**config.mk**
```make
export PLATFORM = sky130hd
export DESIGN_NAME = tmr_bus_voter
export DESIGN_NICKNAME = d
export VERILOG_FILES = /design/src/rtl/tmr_voter_pkg.sv /design/src/rtl/tmr_vote_path.sv /design/src/rtl/tmr_vote_ctrl.sv /design/src/rtl/tmr_bus_voter.sv
export SDC_FILE = /design/constraint.sdc
export NUM_CORES = 1
export LEC_CHECK = 0
export BUFFER_PORTS_ARGS = -buffer_cell sky130_fd_sc_hd__buf_2
export CORE_AREA = 2 2 199 201
export CTS_BUF_LIST = sky130_fd_sc_hd__clkbuf_4
export DETAILED_ROUTE_END_ITERATION = 6
export DIE_AREA = 0 0 201 203
export HOLD_SLACK_MARGIN = 0.02
export MAX_ROUTING_LAYER = met4
export PLACE_DENSITY = 0.42
export SETUP_SLACK_MARGIN = 0.15
export SYNTH_ARGS = -nofsm -noshare
export SYNTH_HDL_FRONTEND = slang
export SYNTH_HIERARCHICAL = 1
export SYNTH_SLANG_ARGS = --single-unit
```
**constraint.sdc**
```tcl
create_clock -name clk -period 1.7 [get_ports clk]
set_input_delay 0.255 -clock clk [delete_from_list [all_inputs] [get_ports clk]]
set_output_delay 0.255 -clock clk [all_outputs]
set_load 0.02 [all_outputs]
```
**src/rtl/tmr_voter_pkg.sv**
```systemverilog
package tmr_voter_pkg;

  localparam int LANES = 3;

  typedef enum logic [1:0] {
    MODE_VOTE  = 2'b00,
    MODE_BCAST = 2'b01,
    MODE_SPLIT = 2'b10
  } busMode_e;

  // Decoded mode strobes handed from control to datapath (one-hot)
  typedef struct packed {
    logic vote;
    logic bcast;
    logic split;
  } laneCtl_t;

endpackage

```
**src/rtl/tmr_vote_path.sv**
```systemverilog
module tmr_vote_path
  import tmr_voter_pkg::*;
#(
  parameter int AW = 16,
  parameter int DW = 32
) (
  input  logic                clk,
  input  logic                rstN,
  input  laneCtl_t            ctl,
  input  logic [LANES-1:0]    procReq,
  input  logic [LANES-1:0]    procWe,
  input  logic [LANES*AW-1:0] procAddr,
  input  logic [LANES*DW-1:0] procWdata,
  output logic [LANES-1:0]    procAck,
  output logic [LANES*DW-1:0] procRdata,
  output logic [LANES-1:0]    devReq,
  output logic [LANES-1:0]    devWe,
  output logic [LANES*AW-1:0] devAddr,
  output logic [LANES*DW-1:0] devWdata,
  input  logic [LANES-1:0]    devAck,
  input  logic [LANES*DW-1:0] devRdata,
  output logic                beat,
  output logic                mismatch
);

  localparam int LW = 1 + AW + DW;

  logic [LW-1:0] laneWord [LANES];
  logic [LW-1:0] majWord;
  logic          reqQuorum;

  for (genvar i = 0; i < LANES; i++) begin : g_pack
    assign laneWord[i] = {procWe[i], procAddr[i*AW +: AW], procWdata[i*DW +: DW]};
  end

  // Bitwise two-of-three vote
  assign majWord   = (laneWord[0] & laneWord[1]) | (laneWord[0] & laneWord[2])
                   | (laneWord[1] & laneWord[2]);
  assign reqQuorum = (procReq[0] & procReq[1]) | (procReq[0] & procReq[2])
                   | (procReq[1] & procReq[2]);

  assign mismatch = (|(laneWord[0] ^ laneWord[1])) | (|(laneWord[0] ^ laneWord[2]))
                  | (procReq[0] ^ procReq[1]) | (procReq[0] ^ procReq[2]);
  assign beat     = ctl.vote & reqQuorum & devAck[0];

  for (genvar i = 0; i < LANES; i++) begin : g_lane
    logic          oReq;
    logic [LW-1:0] oWord;
    logic          oAck;
    logic [DW-1:0] oRdata;

    if (i == 0) begin : g_primary
      always_comb begin
        if (ctl.split) begin
          oReq  = procReq[0];
          oWord = laneWord[0];
        end else if (ctl.vote) begin
          oReq  = reqQuorum;
          oWord = majWord;
        end else begin
          oReq  = procReq[0];
          oWord = laneWord[0];
        end
      end
    end else begin : g_spare
      always_comb begin
        oReq  = ctl.split ? procReq[i]  : 1'b0;
        oWord = ctl.split ? laneWord[i] : '0;
      end
    end

    always_comb begin
      oAck   = ctl.split ? devAck[i] : devAck[0];
      oRdata = ctl.split ? devRdata[i*DW +: DW] : devRdata[0 +: DW];
    end

    assign devReq[i]             = oReq;
    assign devWe[i]              = oWord[LW-1];
    assign devAddr[i*AW +: AW]   = oWord[DW +: AW];
    assign devWdata[i*DW +: DW]  = oWord[DW-1:0];
    assign procAck[i]            = oAck;
    assign procRdata[i*DW +: DW] = oRdata;
  end

  // Spare lanes carry no request unless split
  p_spare_quiet_r3: assert property (@(posedge clk) disable iff (!rstN)
    !ctl.split |-> (devReq[2:1] == 2'b00));

  // One shared response outside split mode
  p_shared_ack_r4: assert property (@(posedge clk) disable iff (!rstN)
    !ctl.split |-> (procAck == 3'b000 || procAck == 3'b111));

  // A voted request needs a quorum of processor requests
  p_quorum_r3: assert property (@(posedge clk) disable iff (!rstN)
    (ctl.vote && devReq[0]) |-> ($countones(procReq) >= 2));

endmodule

```
**src/rtl/tmr_vote_ctrl.sv**
```systemverilog
module tmr_vote_ctrl
  import tmr_voter_pkg::*;
(
  input  logic             clk,
  input  logic             rstN,
  input  logic             cfgWrEn,
  input  logic [1:0]       cfgMode,
  input  logic [LANES-1:0] procReq,
  input  logic             beat,
  input  logic             mismatch,
  output laneCtl_t         ctl,
  output logic [1:0]       modeNow,
  output logic             modePending,
  output logic             disagree
);

  busMode_e modeQ, pendModeQ;
  logic     pendQ, disQ;
  logic     busIdle, cfgLegal;

  assign busIdle  = ~|procReq;
  assign cfgLegal = cfgWrEn && (cfgMode != 2'b11);

  always_ff @(posedge clk) begin
    if (!rstN) begin
      modeQ     <= MODE_VOTE;
      pendModeQ <= MODE_VOTE;
      pendQ     <= 1'b0;
      disQ      <= 1'b0;
    end else begin
      if (pendQ && busIdle) begin
        modeQ <= pendModeQ;
        pendQ <= 1'b0;
      end
      if (cfgLegal) begin
        pendQ     <= 1'b1;
        pendModeQ <= busMode_e'(cfgMode);
      end
      disQ <= beat & mismatch;
    end
  end

  always_comb begin
    ctl       = '0;
    ctl.vote  = (modeQ == MODE_VOTE);
    ctl.bcast = (modeQ == MODE_BCAST);
    ctl.split = (modeQ == MODE_SPLIT);
  end

  assign modeNow     = modeQ;
  assign modePending = pendQ;
  assign disagree    = disQ;

  p_mode_hold_r9: assert property (@(posedge clk) disable iff (!rstN)
    (|procReq) |=> $stable(modeQ));

  p_mode_from_pending_r9: assert property (@(posedge clk) disable iff (!rstN)
    (modeQ != $past(modeQ)) |-> $past(pendQ));

  p_mode_legal_r8: assert property (@(posedge clk) disable iff (!rstN)
    modeQ != 2'b11);

  p_pulse_source_r7: assert property (@(posedge clk) disable iff (!rstN)
    disQ |-> $past(beat && mismatch));

endmodule

```
**src/rtl/tmr_bus_voter.sv**
```systemverilog
module tmr_bus_voter
  import tmr_voter_pkg::*;
#(
  parameter int AW = 16,
  parameter int DW = 32
) (
  input  logic           clk,
  input  logic           rstN,
  input  logic           cfgWrEn,
  input  logic [1:0]     cfgMode,
  input  logic [2:0]     procReq,
  input  logic [2:0]     procWe,
  input  logic [3*AW-1:0] procAddr,
  input  logic [3*DW-1:0] procWdata,
  output logic [2:0]     procAck,
  output logic [3*DW-1:0] procRdata,
  output logic [2:0]     devReq,
  output logic [2:0]     devWe,
  output logic [3*AW-1:0] devAddr,
  output logic [3*DW-1:0] devWdata,
  input  logic [2:0]     devAck,
  input  logic [3*DW-1:0] devRdata,
  output logic [1:0]     modeNow,
  output logic           modePending,
  output logic           disagree
);

  laneCtl_t ctl;
  logic     beat, mismatch;

  tmr_vote_ctrl u_ctrl (
    .clk(clk), .rstN(rstN), .cfgWrEn(cfgWrEn), .cfgMode(cfgMode),
    .procReq(procReq), .beat(beat), .mismatch(mismatch), .ctl(ctl),
    .modeNow(modeNow), .modePending(modePending), .disagree(disagree)
  );

  tmr_vote_path #(.AW(AW), .DW(DW)) u_path (
    .clk(clk), .rstN(rstN), .ctl(ctl),
    .procReq(procReq), .procWe(procWe), .procAddr(procAddr), .procWdata(procWdata),
    .procAck(procAck), .procRdata(procRdata),
    .devReq(devReq), .devWe(devWe), .devAddr(devAddr), .devWdata(devWdata),
    .devAck(devAck), .devRdata(devRdata), .beat(beat), .mismatch(mismatch)
  );

endmodule

```
# Word-level counts from Yosys, hierarchy flattened
# Index checks and enable logic that the tools add are counted.
[word_totals]
rom_bits = 0
output_inout_bits = 253
regBits = 6
latchBits = 0
memories = 0
mem_bits_rw = 0
[classes]
eq_ne = 2
reduce_logical = 8
shifts = 0
n_bitwise = 20
n_mul = 0
div = 0
n_mux = 14
order_cmp = 0
add_sub_neg = 0
[ops]
columns = ["op", "n"]
rows = [
  ["49-bit 2-to-1 mux", 4],
  ["49-bit AND", 3],
  ["49-bit OR", 2],
  ["49-bit OR reduction", 2],
  ["49-bit XOR", 2],
  ["32-bit 2-to-1 mux", 2],
  ["1-bit 2-to-1 mux", 8],
  ["1-bit AND", 6],
  ["1-bit OR", 5],
  ["3-bit OR reduction", 1],
  ["2-bit equality test, second input constant", 1],
  ["1-bit logical AND", 2],
  ["2-bit zero test", 1],
  ["2-bit != test, second input constant", 1],
  ["2-bit nonzero test", 1],
  ["1-bit XOR", 2],
  ["1-bit zero test", 1],
]

# Logic depth before layout (Yosys ltp)
[depth]
ltp_word = 6
ltp_mapped = 7
mapped_depth_nobuf = 6

# Modules after synthesis
# The synthesis kept the hierarchy.
[modules_own_cells]
columns = ["mod", "seq_area_each_um2", "n_inst", "cells_per_inst", "area_per_inst_um2"]
rows = [
  ["tmr_vote_path", 0.0, 1, 622, 4073.9],
  ["tmr_vote_ctrl", 120.1, 1, 26, 267.8],
]

# Least setup slack after synthesis
# OpenSTA, ideal clock, no wires.
[synth_path]
kind = "register to output"
startpoint = "register u_ctrl.modeQ[0], in the netlist u_ctrl/modeNow[0]"
endpoint = "output devAddr[10]"
path_buffers = 2
path_slack_ns = -0.060
t_arrival_ns = 1.505
required_time_ns = 1.445
stages_incl_launch_ff = 6
path_cell_list = "dfxtp_1 -> nor2b_1 -> nand2b_1 -> buf_2 -> clkbuf_1 -> o21ai_0"
[synth_lines]
columns = ["item", "line", "rtl"]
rows = [
  ["from (decl)", "tmr_vote_ctrl.sv:17", "busMode_e modeQ, pendModeQ;"],
  ["from (signal assigned)", "tmr_vote_ctrl.sv:32", "modeQ <= pendModeQ;"],
  ["to (decl)", "tmr_bus_voter.sv:19", "output logic [3*AW-1:0] devAddr,"],
]

==> flow_summary.ini <==
[min_path]
hold_end = u_ctrl/modePending$_SDFFE_PN0P_
hold_class = input port to register
min_path_cells = 2
min-delay-start = cfgWrEn

[cts]
clk_path_buf_depth = 2
numCtsBuffers = 3
hold_buffers = 0
htree_levels = 1
clock_latency_ns = 0.26
clock_sinks = 6
cts_tree = yes
clk_pin_slew_ns = 0.07
cts_root_buf = clkbuf_4

[placement]
pre_cts_ws_ns = -0.535
routabilityCongestion = 0.854
io_buffers = 506
dp_hpwl_um = 24800

[cells_and_area]
area_growth_pct = 147
final_cell_mix = 355 x buf_2, 161 x buf_4, 148 x nand2_1, 97 x buf_6, 81 x and2_1
fin_util_pct = 27.9
layout_commonest_cell = buf_2
nets = 1585
final_layout_size_suffix_gt1_share_pct = 66.6

[pwr]
power_density_nw_per_um2 = 255
leakagePower_uw = 0.00533
vdd_drop_max_mv = 0.168

[worst_setup_path]
r2r-end = u_ctrl/disagree$_SDFF_PN0_
reg2reg_from = u_ctrl/modeNow[1]$_SDFFE_PN0P_
critical_path.endpoint_type = output pin
ff2ff_setup_slack_ns = 0.69
cp.arrival_ns = 1.64
r2r_cells = 3
worstPathRequired_ns = 1.44
worst-path-max-fanout = 8
criticalPathCategory = register to output pin
critPathLaunchType = register

[drt]
remaining_drc_errors = 0
dr.pass1.iters = 4
vias_per_cell = 3.93
vias = 6883
first_iter_violations = 312
ant_nets = 0
wl_per_cell_um = 18.0
routed_wirelength_um = 31600

[yosys]
syn_avg_cell_area_um2 = 6.70
synth_nets = 1001
synth_area_um2 = 4340
synth-warning-count = 6
syn_inst = 647

[die]
dieWidth_um = 201
dieArea_um2 = 40800
start_util_pct = 11.3
die_h_um = 203
fp-row-count = 72
core-area_um2 = 38500
ios = 507

[sta]
fin_crit_sh_pct = 112
worst_pin_slew_ns = 0.544
slew_headroom_pct = 63.5
period_needed_ns = 1.90
layout_setup_ws_ns = -0.197
max_freq_mhz = 527
rsz0062_at_grt = true
finalSetupViolations = 215
finClkSkew_ns = 0.0175
finalHoldViolations = 0
drv_slew = 0

[global_routing]
grt_pass1_vias = 6985
grt-ovfl-total = 0
grt_pass1_wl_um = 43100
antenna_found_initial = 6
grt_max_degree = 38
grt_usage_pct = 14.4

[run_status]
violations = setup timing
status = finished, violations left

[run]
max_cap_viol_count = 0
==> critical path, stage by stage, from the launching register on <==
cell and delay, ns:
dfxtp_4 0.36, nor2b_4 0.14, nand2b_4 0.23, buf_12 0.20, mux2_4 0.32, buf_6 0.13
==> what timing repair did <==
item / CTS / global route
cloned: 12 / 9
pin swaps: 37 / 41
hold endpoints to repair: 0 / 0
buffers inserted: 9 / 2
endpoints found under the setup margin: 217 / 217
gates resized for setup: 344 / 143
==> state kept, by name, indices dropped and copies added (netlist names) <==
name / count
u_ctrl/pendModeQ: 2
u_ctrl/disagree: 1
u_ctrl/modeNow: 2
u_ctrl/modePending: 1
==> metal layers <==
| metal | track usage [%] | wire, um |
|---|---|---|
| met3 | 2.65 | 1900 |
| met4 | 2.86 | 469 |
| met5 | - | 0 |
| met1 | 18.1 | 13900 |
| met2 | 24.0 | 15400 |
==> power breakdown <==
| part | internal [uW] | switching [uW] |
|---|---|---|
| clock network | 106 | 74.7 |
| registers | 146 | 4.41 |
| logic | 1150 | 1260 |
==> metrics by stage <==
step	total power [uW]	instances	TNS [ns]	hold slack (ns)	cell area, um2
floorplan	968	647	0	0.389	4350
global placement	1980	1712	-0.571	0.446	8000
detailed placement	1990	1712	-0.546	0.449	8000
CTS	2580	1737	-32.94	0.253	9860
global route	2940	1753	-51.94	0.264	10700
finish	2740	1753	-27.62	0.267	10700
==> worst max-delay path by stage <==
stage	from	to	slack [ns]	cells after the start
5_1_grt	u_ctrl/modeNow[1]$_SDFFE_PN0P_	devAddr[38]	-0.30	7
6_report	u_ctrl/modeNow[1]$_SDFFE_PN0P_	devReq[0]	-0.20	5
3_3_place_gp	procWdata[1]	u_ctrl/disagree$_SDFF_PN0_	-0.56	8
2_1_floorplan	u_ctrl/modeNow[1]$_SDFFE_PN0P_	devAddr[0]	0.15	5
3_5_place_dp	procWdata[1]	u_ctrl/disagree$_SDFF_PN0_	-0.53	8
4_1_cts	u_ctrl/modeNow[1]$_SDFFE_PN0P_	devWdata[46]	-0.23	6
==> cell type report <==
class / instances / area (um2)
Multi-Input combinational cell: 568 / 4930
Sequential cell: 6 / 125
Timing Repair Buffer: 651 / 4970
Clock buffer: 4 / 30.0
Tap cell: 518 / 648
Inverter: 1 / 3.75
Antenna cell: 5 / 12.5
Fill cell: 4172 / 27800
Note: power is estimated with default switching activity, not from simulation.
